[src/rtl/cascade_timer_pair.sv]
module cascade_timer_pair #(
  parameter int LO_W = 24,
  parameter int HI_W = 32,
  parameter int DW   = 32
) (
  input  logic          clk,
  input  logic          rst_n,
  input  logic [3:0]    src_tick,
  input  logic          wr_en,
  input  logic          rd_en,
  input  logic [2:0]    addr,
  input  logic [DW-1:0] wdata,
  output logic [DW-1:0] rdata,
  output logic          lo_irq,
  output logic          hi_irq
);
  logic            lo_en, lo_rst, lo_comb, lo_flag;
  logic [1:0]      lo_sel;
  logic [LO_W-1:0] lo_load, lo_cnt;
  logic            hi_en, hi_rst, hi_flag;
  logic [1:0]      hi_sel;
  logic [HI_W-1:0] hi_load, hi_cnt;

  wire wr_lo_ctl = wr_en && addr == 3'd0;
  wire wr_lo_sel = wr_en && addr == 3'd1;
  wire wr_lo_ld  = wr_en && addr == 3'd2;
  wire wr_hi_ctl = wr_en && addr == 3'd4;
  wire wr_hi_sel = wr_en && addr == 3'd5;
  wire wr_hi_ld  = wr_en && addr == 3'd6;
  wire rd_lo_ctl = rd_en && addr == 3'd0;
  wire rd_hi_ctl = rd_en && addr == 3'd4;

  wire lo_adv = lo_en && !lo_rst && src_tick[lo_sel];
  wire lo_tc  = lo_adv && lo_cnt == '0;
  wire hi_adv = hi_en && !hi_rst && (lo_comb ? lo_tc : src_tick[hi_sel]);
  wire hi_tc  = hi_adv && hi_cnt == '0;

  wire [HI_W-1:0] hi_obs = lo_comb ? ~hi_cnt : hi_cnt;

  always_ff @(posedge clk or negedge rst_n) begin
    if (!rst_n) begin
      lo_en <= 1'b0; lo_rst <= 1'b0; lo_comb <= 1'b0; lo_flag <= 1'b0;
      lo_sel <= '0; lo_load <= '0; lo_cnt <= '0; lo_irq <= 1'b0;
    end else begin
      if (wr_lo_ctl) begin
        lo_en   <= wdata[0];
        lo_rst  <= wdata[1];
        lo_comb <= wdata[2];
      end else begin
        lo_rst <= 1'b0;
      end
      if (wr_lo_sel) lo_sel  <= wdata[1:0];
      if (wr_lo_ld)  lo_load <= wdata[LO_W-1:0];
      if (lo_rst)      lo_cnt <= lo_load;
      else if (lo_adv) lo_cnt <= lo_tc ? lo_load : lo_cnt - 1'b1;
      if (lo_tc)          lo_flag <= 1'b1;
      else if (rd_lo_ctl) lo_flag <= 1'b0;
      lo_irq <= lo_tc;
    end
  end

  always_ff @(posedge clk or negedge rst_n) begin
    if (!rst_n) begin
      hi_en <= 1'b0; hi_rst <= 1'b0; hi_flag <= 1'b0;
      hi_sel <= '0; hi_load <= '0; hi_cnt <= '0; hi_irq <= 1'b0;
    end else begin
      if (wr_hi_ctl) begin
        hi_en  <= wdata[0];
        hi_rst <= wdata[1];
      end else begin
        hi_rst <= 1'b0;
      end
      if (wr_hi_sel) hi_sel  <= wdata[1:0];
      if (wr_hi_ld)  hi_load <= wdata[HI_W-1:0];
      if (hi_rst)      hi_cnt <= hi_load;
      else if (hi_adv) hi_cnt <= hi_tc ? hi_load : hi_cnt - 1'b1;
      if (hi_tc)          hi_flag <= 1'b1;
      else if (rd_hi_ctl) hi_flag <= 1'b0;
      hi_irq <= hi_tc;
    end
  end

  always_comb begin
    rdata = '0;
    case (addr)
      3'd0: rdata = DW'({lo_flag, lo_comb, lo_rst, lo_en});
      3'd1: rdata = DW'(lo_sel);
      3'd2: rdata = DW'(lo_load);
      3'd3: rdata = DW'(lo_cnt);
      3'd4: rdata = DW'({hi_flag, 1'b0, hi_rst, hi_en});
      3'd5: rdata = DW'(hi_sel);
      3'd6: rdata = DW'(hi_load);
      default: rdata = DW'(hi_obs);
    endcase
  end
endmodule


[config.mk]
export PLATFORM = sky130hd
export DESIGN_NAME = cascade_timer_pair
export DESIGN_NICKNAME = d
export VERILOG_FILES = /design/src/rtl/cascade_timer_pair.sv
export SDC_FILE = /design/constraint.sdc
export NUM_CORES = 1
export LEC_CHECK = 0
export ABC_AREA = 1
export BUFFER_PORTS_ARGS = -buffer_cell sky130_fd_sc_hd__buf_2
export CAP_MARGIN = 10
export CORE_UTILIZATION = 55
export DETAILED_ROUTE_END_ITERATION = 6
export GPL_ROUTABILITY_DRIVEN = 0
export PLACE_DENSITY = 0.75
export SYNTH_ARGS = -nofsm -noshare
export SYNTH_HDL_FRONTEND = slang
export SYNTH_SLANG_ARGS = --single-unit
[constraint.sdc]
create_clock -name clk -period 4.5 [get_ports clk]
set_clock_uncertainty 0.2 [all_clocks]
set_input_delay 0.45 -clock clk [delete_from_list [all_inputs] [get_ports clk]]
set_output_delay 0.45 -clock clk [all_outputs]
set_load 0.01 [all_outputs]
==> results of run 1 <==
power groups by stage:
stage / logic [uW] / registers (uW) / clock network (uW)
5_1_grt: 2600 / 1940 / 1380
3_3_place_gp: 2240 / 1890 / 0
3_5_place_dp: 2280 / 1890 / 0
4_1_cts: 2300 / 1880 / 1330
2_1_floorplan: 1830 / 1760 / 0
6_report: 2320 / 1900 / 1320
routing by layer:
layer | vias up | global-route usage (%) | wire length (um)
li1 | 3842 | - | -
met1 | 3701 | 40.5 | 10000
met2 | 368 | 47.2 | 10400
met3 | 65 | 7.17 | 1860
met4 | 0 | 14.2 | 811
met5 | - | 0 | 0
area by class of cell:
cell class                 count  area [um2]  area share [%]
multi-input combinational    829        4490            47.3
sequential                   125        3130            33.0
inverter                     158         593            6.25
timing repair buffer          87         480            5.07
clock buffer                  18         439            4.63
tap                          188         235            2.48
clock inverter                14         121            1.28
placed cells by master (no fill, tap or decap), types with 2 or more instances in the layout:
cell type | Yosys | layout
xnor2_1 | 38 | 38
inv_1 | 152 | 151
o21ai_0 | 87 | 87
nor2_1 | 116 | 116
o2111ai_1 | 10 | 10
o22ai_1 | 33 | 33
dfrtp_1 | 125 | 125
o211ai_1 | 3 | 3
nand2_1 | 261 | 261
a21oi_1 | 33 | 33
clkinv_4 | 0 | 4
nor3_1 | 4 | 4
nand4_1 | 9 | 9
nand3_1 | 71 | 71
buf_2 | 15 | 75
nand3b_1 | 2 | 2
clkbuf_16 | 0 | 17
inv_2 | 5 | 6
buf_4 | 3 | 10
xor2_1 | 26 | 26
clkinv_2 | 0 | 5
nor2_2 | 11 | 11
ha_1 | 3 | 3
nand3_2 | 59 | 59
a221oi_1 | 4 | 4
nand2_2 | 49 | 49
nor2_4 | 2 | 2
clkinvlp_4 | 0 | 3
worst max-delay path, delay by kind of cell:
kind,cells,cell delay (ps)
AOI/OAI and AO/OA,2,640
buffers and inverters,5,1140
and+or+nand+nor,2,130
worst max path at each step:
stage	start	to	slack [ps]	cells past startpoint
3_3_place_gp	addr[1]	hi_load[3]	1550	8
2_1_floorplan	addr[1]	rdata[11]	2410	7
4_1_cts	lo_cnt[0]	hi_cnt[0]	1570	13
6_report	addr[1]	rdata[12]	1470	9
5_1_grt	hi_cnt[0]	hi_cnt[0]	1390	11
3_5_place_dp	addr[1]	hi_load[8]	1480	8
sequential cells by signal, summed over array words and instances, names as in the netlist, 2 cells and up:
register and cells:
lo_sel 2, hi_cnt 32, lo_load 24, hi_load 32, lo_cnt 24, hi_sel 2
logic make-up after synthesis:
group                    Yosys count
buffers and inverters            209
AO/OA/AOI/OAI                    171
flip-flops                       125
AND/OR/NAND/NOR                  591
XOR/XNOR                          64
adder cells (fa/ha/maj)            3
through the flow:
stage / utilization (%) / instances / total power, uW
global placement: 58.8 / 1386 / 4130
finish: 62.6 / 1419 / 5530
global route: 62.6 / 1419 / 5920
floorplan: - / 1163 / 3590
detailed placement: 58.8 / 1386 / 4170
CTS: 62.6 / 1419 / 5510
==> metrics.csv, run 1 <==
metric;value;unit
Worst R2R Path Depth;13;
syn_nets;1209;
Netlist cell types;37;
Leakage;0.00479;uW
CTS tree;built;
Yosys top cell area share;36.8;%
DP HPWL;16000;um
flop2flop setup slack;1560;ps
xor and xnor fraction of the mapped netlist area;6.60;%
Setup WS post-layout;1470;ps
GRT Overall Usage;30.5;%
largest family of logic cells by synthesized area;simple AND/OR/NAND/NOR gates;
outcome;finished, final reports clean;
DRC Markers;0;
RR Endpoint;hi_cnt[0];
Worst Path Arrival;2380;ps
Worst Tran Pin Value;1120;ps
dpl ws;1480;ps
post-route cell area;9480;um2
Final setup viols;0;
NetSw;2410;uW
Startpoint Class;input port;
diode count;0;
syn_area_per_cell;7.31;um2
Hold Path Origin;wdata[24];
synth warn;0;
CP Max Fanout;25;
Core Area;15100;um2
ranking of synthesized cells by area;dfrtp_1 37%, nand2_1 12%, nand3_2 6.9%, inv_1 6.7%, o21ai_0 5.1%;
max incr delay on CP;420;ps
post-synthesis compound-gate area fraction;11.3;%
FF+latch count, synth;125;
most instantiated library cell after synthesis;nand2_1;
First-pass DRT Iterations;6;
Main synth FF type;dfrtp_1;
first-pass GRT wire length;37800;um
Switching Fraction;43.5;%
clk buf depth;2;
Comb power frac;41.9;%
Die Y;126;um
Placement Cell Area;8910;um2
RSZ-0062 raised after global routing;no;
die width;126;um
peak supply drop;325;uV
share of post-route cells with drive strength above 1;20.2;%
post-synthesis mux area share;0;%
Syn-to-layout area delta;11.6;%
Num CTS Buffers;17;
Cell Chain, Critical Path;buf_2 > inv_1 > nor2_1 > nand2_1 > buf_4 > clkinv_1 > a221oi_1 > o21ai_0 > buf_2;
Syn Inst Count;1163;
Tcrit/Tclk final;67.2;%
largest net degree at the start of global routing;126;
Setup Fix Bufs, Post-CTS;0;
post-route ant nets;0;
pwr/cell area;583;nW/um2
Final Hold Viols;0;
worst skew pair latency;430;ps
root buf cell;clkbuf_16;
fill cell total of the finished layout;1361;
Worst-path clk slew;60;ps
hold endpoint;hi_load[24];
max-slew violations;0;
Internal;3120;uW
clock power share;23.8;%
Hold-fix buffers, CTS;1;
via count;7976;
WS Path Type;input port to output pin;
post-route setup TNS;0;ps
post-synthesis adder-cell area fraction;0.442;%
vias in the first global route;7480;
hold depth;3;
CP Data Required Time;3850;ps
async set-reset flop share out of synthesis;100;%
synth cell count leaders;261 x nand2_1, 152 x inv_1, 125 x dfrtp_1;
Hold Crit Class;input port to flip-flop;
share of the yosys chip area belonging to registers;36.8;%
sequential fraction of design power;34.3;%
crit end category;output pin;
Post-Synth Simple-Gate Area;34.5;%
grt ovf;0;
fmax;331;MHz
Ports;77;
max_cap viols;0;
DRT Wirelength;23200;um
DR vias/cell;5.62;
Synth Cell Area;8500;um2
Post-synth EDFFs;0;
post-CTS sizing;0;
die area;16000;um2
Nets;1264;
Routed WL per cell;16.3;um
Synth area leader;dfrtp_1;
CTS sink count;125;
reg2reg start;lo_cnt[1];
Critical-path top delay cell;a221oi_1;
Rows;45;
crit-path most repeated cell;buf_2;
Final Hold Slack;68.6;ps
antenna violations before repair;0;
Port Buffers;76;
Max-slew headroom;24.8;%
H-tree level count;4;
Tmin final;3030;ps
Initial Util;56.1;%
starting DRC count in detailed routing;646;
Power figures use the tool's default switching activity.
==> run 2: changes to the inputs <==
==> constraint.sdc (replaced) <==
create_clock -name clk -period 3.07 [get_ports clk]
set_clock_uncertainty 0.2 [all_clocks]
set_input_delay 0.307 -clock clk [delete_from_list [all_inputs] [get_ports clk]]
set_output_delay 0.307 -clock clk [all_outputs]
set_load 0.01 [all_outputs]
==> run 2 against run 1 <==
Compared with the run above:
- first-iteration DRC count is 20% higher
- total power rose by 51%
- final cell count up 2.5%
- largest power group unchanged
- highest routed layer unchanged
- worst hold slack got worse by 60 ps
==> metrics.csv, run 2 (synthesized netlist as in run 1, its figures left out) <==
metric;value;unit;change
Nets;1300;;was 1264
Leakage;0.00498;uW;was 0.00479 uW
Ports;77;;unchanged
hold endpoint;hi_load[3];;was hi_load[24]
worst skew pair latency;420;ps;was 430 ps
post-route setup TNS;0;ps;unchanged
First-pass DRT Iterations;6;;unchanged
Die Y;126;um;unchanged
DR vias/cell;5.64;;was 5.62
DRC Markers;0;;unchanged
antenna violations before repair;0;;unchanged
Num CTS Buffers;17;;unchanged
Final Util;65.4;%;was 62.6%
Final setup viols;0;;unchanged
register area;3130;um2;unchanged
Max-slew headroom;42.5;%;was 24.8%
CP Data Required Time;3200;ps;was 3850 ps
Setup Fix Bufs, Post-CTS;0;;unchanged
max_cap viols;0;;unchanged
Tmin final;2720;ps;
Startpoint Class;flip-flop;;was input port
fmax;368;MHz;
multi-input logic area;4490;um2;unchanged
Worst Path Arrival;2850;ps;was 2380 ps
Final Hold Viols;0;;unchanged
post-CTS sizing;0;;unchanged
share of post-route cells with drive strength above 1;20.2;%;about the same
diode count;0;;unchanged
crit end category;flip-flop;;was output pin
Cell Chain, Critical Path;nor2_1 > inv_1 > nor3_1 > nand4_1 > nand2_2 > buf_4 > o21ai_0 > o21ai_0;;was buf_2 > inv_1 > nor2_1 > nand2_1 > buf_4 > clkinv_1 > a221oi_1 > o21ai_0 > buf_2
grt ovf;0;;unchanged
hold depth;3;;unchanged
Port Buffers;76;;unchanged
peak supply drop;526;uV;was 325 uV
post-route ant nets;0;;unchanged
WS Path Type;flip-flop to flip-flop;;was input port to output pin
Routed WL per cell;16.5;um;was 16.3 um
RSZ-0062 raised after global routing;no;;unchanged
Initial Util;56.1;%;unchanged
first-pass GRT wire length;39200;um;was 37800 um
pwr/cell area;841;nW/um2;was 583 nW/um2
Syn-to-layout area delta;16.6;%;was 11.6%
Core Area;15100;um2;unchanged
clk buf depth;2;;unchanged
fill cell total of the finished layout;1291;;was 1361
die width;126;um;unchanged
DRT Wirelength;24100;um;was 23200 um
crit-path most repeated cell;o21ai_0;;was buf_2
CTS sink count;125;;unchanged
CP Max Fanout;21;;was 25
via count;8199;;was 7976
starting DRC count in detailed routing;773;;was 646
root buf cell;clkbuf_16;;unchanged
Worst R2R Path Depth;8;;was 13
DP HPWL;16700;um;was 16000 um
Final Hold Slack;8.57;ps;was 68.6 ps
H-tree level count;4;;unchanged
most common cell after layout, fill and taps aside;nand2_1;;unchanged
RR Endpoint;lo_cnt[9];;was hi_cnt[0]
Hold Crit Class;input port to flip-flop;;unchanged
GRT Overall Usage;31.6;%;was 30.5%
Critical-path top delay cell;nand2_2;;was a221oi_1
Worst Tran Pin Value;862;ps;was 1120 ps
largest registers;hi_cnt (32), hi_load (32);;unchanged
outcome;finished, final reports clean;;unchanged
die area;16000;um2;unchanged
max-slew violations;0;;unchanged
CTS tree;built;;unchanged
flop2flop setup slack;350;ps;was 1560 ps
Hold-fix buffers, CTS;29;;was 1
Tcrit/Tclk final;88.5;%;
Rows;45;;unchanged
commonest cells after routing, fill and taps aside;261 x nand2_1, 151 x inv_1, 125 x dfrtp_1;;unchanged
reg2reg start;lo_cnt[21];;was lo_cnt[1]
Hold Path Origin;wdata[3];;was wdata[24]
max incr delay on CP;470;ps;was 420 ps
Worst-path clk slew;60;ps;about the same
largest net degree at the start of global routing;67;;was 126
vias in the first global route;7675;;was 7480
## run 2: cell count changes in the layout (fill, tap and decap cells not counted)
cell	previous run	this run
inv_6	1	0
buf_12	1	4
clkbuf_1	0	1
clkinvlp_4	3	4
clkbuf_8	1	3
dlygate4sd3_1	1	29
buf_4	10	15
bufinv_16	1	3
clkinv_2	5	4
clkinv_4	4	0
## run 2: area by class of cell
class	count	area share, %
clock inverters	11	1.41
well taps	188	2.37
inverters	158	5.98
multi-input cells	829	45.3
clock buffers	21	4.75
flip-flops and latches	125	31.6
repair buffers	123	8.66
## run 2: critical path: cells and delay by family, from the launching register on
| family | cells | cell delay [ps] |
|---|---|---|
| AOI/OAI and AO/OA | 2 | 270 |
| DFF | 1 | 430 |
| and+or+nand+nor | 4 | 1310 |
| buffers and inverters | 2 | 410 |
## run 2: through the flow
step           power (uW)  setup WS, ps  instances  area (um2)
2_1_floorplan        5270          1030       1163        8500
3_3_place_gp         6070           530       1394        9010
3_5_place_dp         6140           487       1394        9010
4_1_cts              8300           474       1455        9910
5_1_grt              8910           190       1455        9910
6_report             8340           354       1455        9910
## run 2: worst max path at each step
stage | from | endpoint | slack [ps] | cells after the start
finish | lo_cnt[21] | lo_cnt[9] | 350 | 8
global route | lo_cnt[21] | lo_cnt[9] | 190 | 8
CTS | lo_cnt[21] | lo_cnt[11] | 470 | 9
detailed placement | lo_cnt[21] | lo_cnt[11] | 490 | 9
global placement | lo_cnt[21] | lo_cnt[3] | 530 | 9
floorplan | hi_cnt[0] | hi_cnt[1] | 1030 | 12
## run 2: report_power, final
group	total, uW	switching (uW)	internal, uW
Clock	2100	763	1330
Sequential	2780	654	2130
Combinational	3460	2100	1360
## run 2: layer usage
layer	wire [um]	part of all wire, %	global-route usage, %
met1	10500	44	43.0
met2	11200	47	50.7
met3	1730	7.2	5.57
met4	621	2.6	11.8
met5	0	0	0
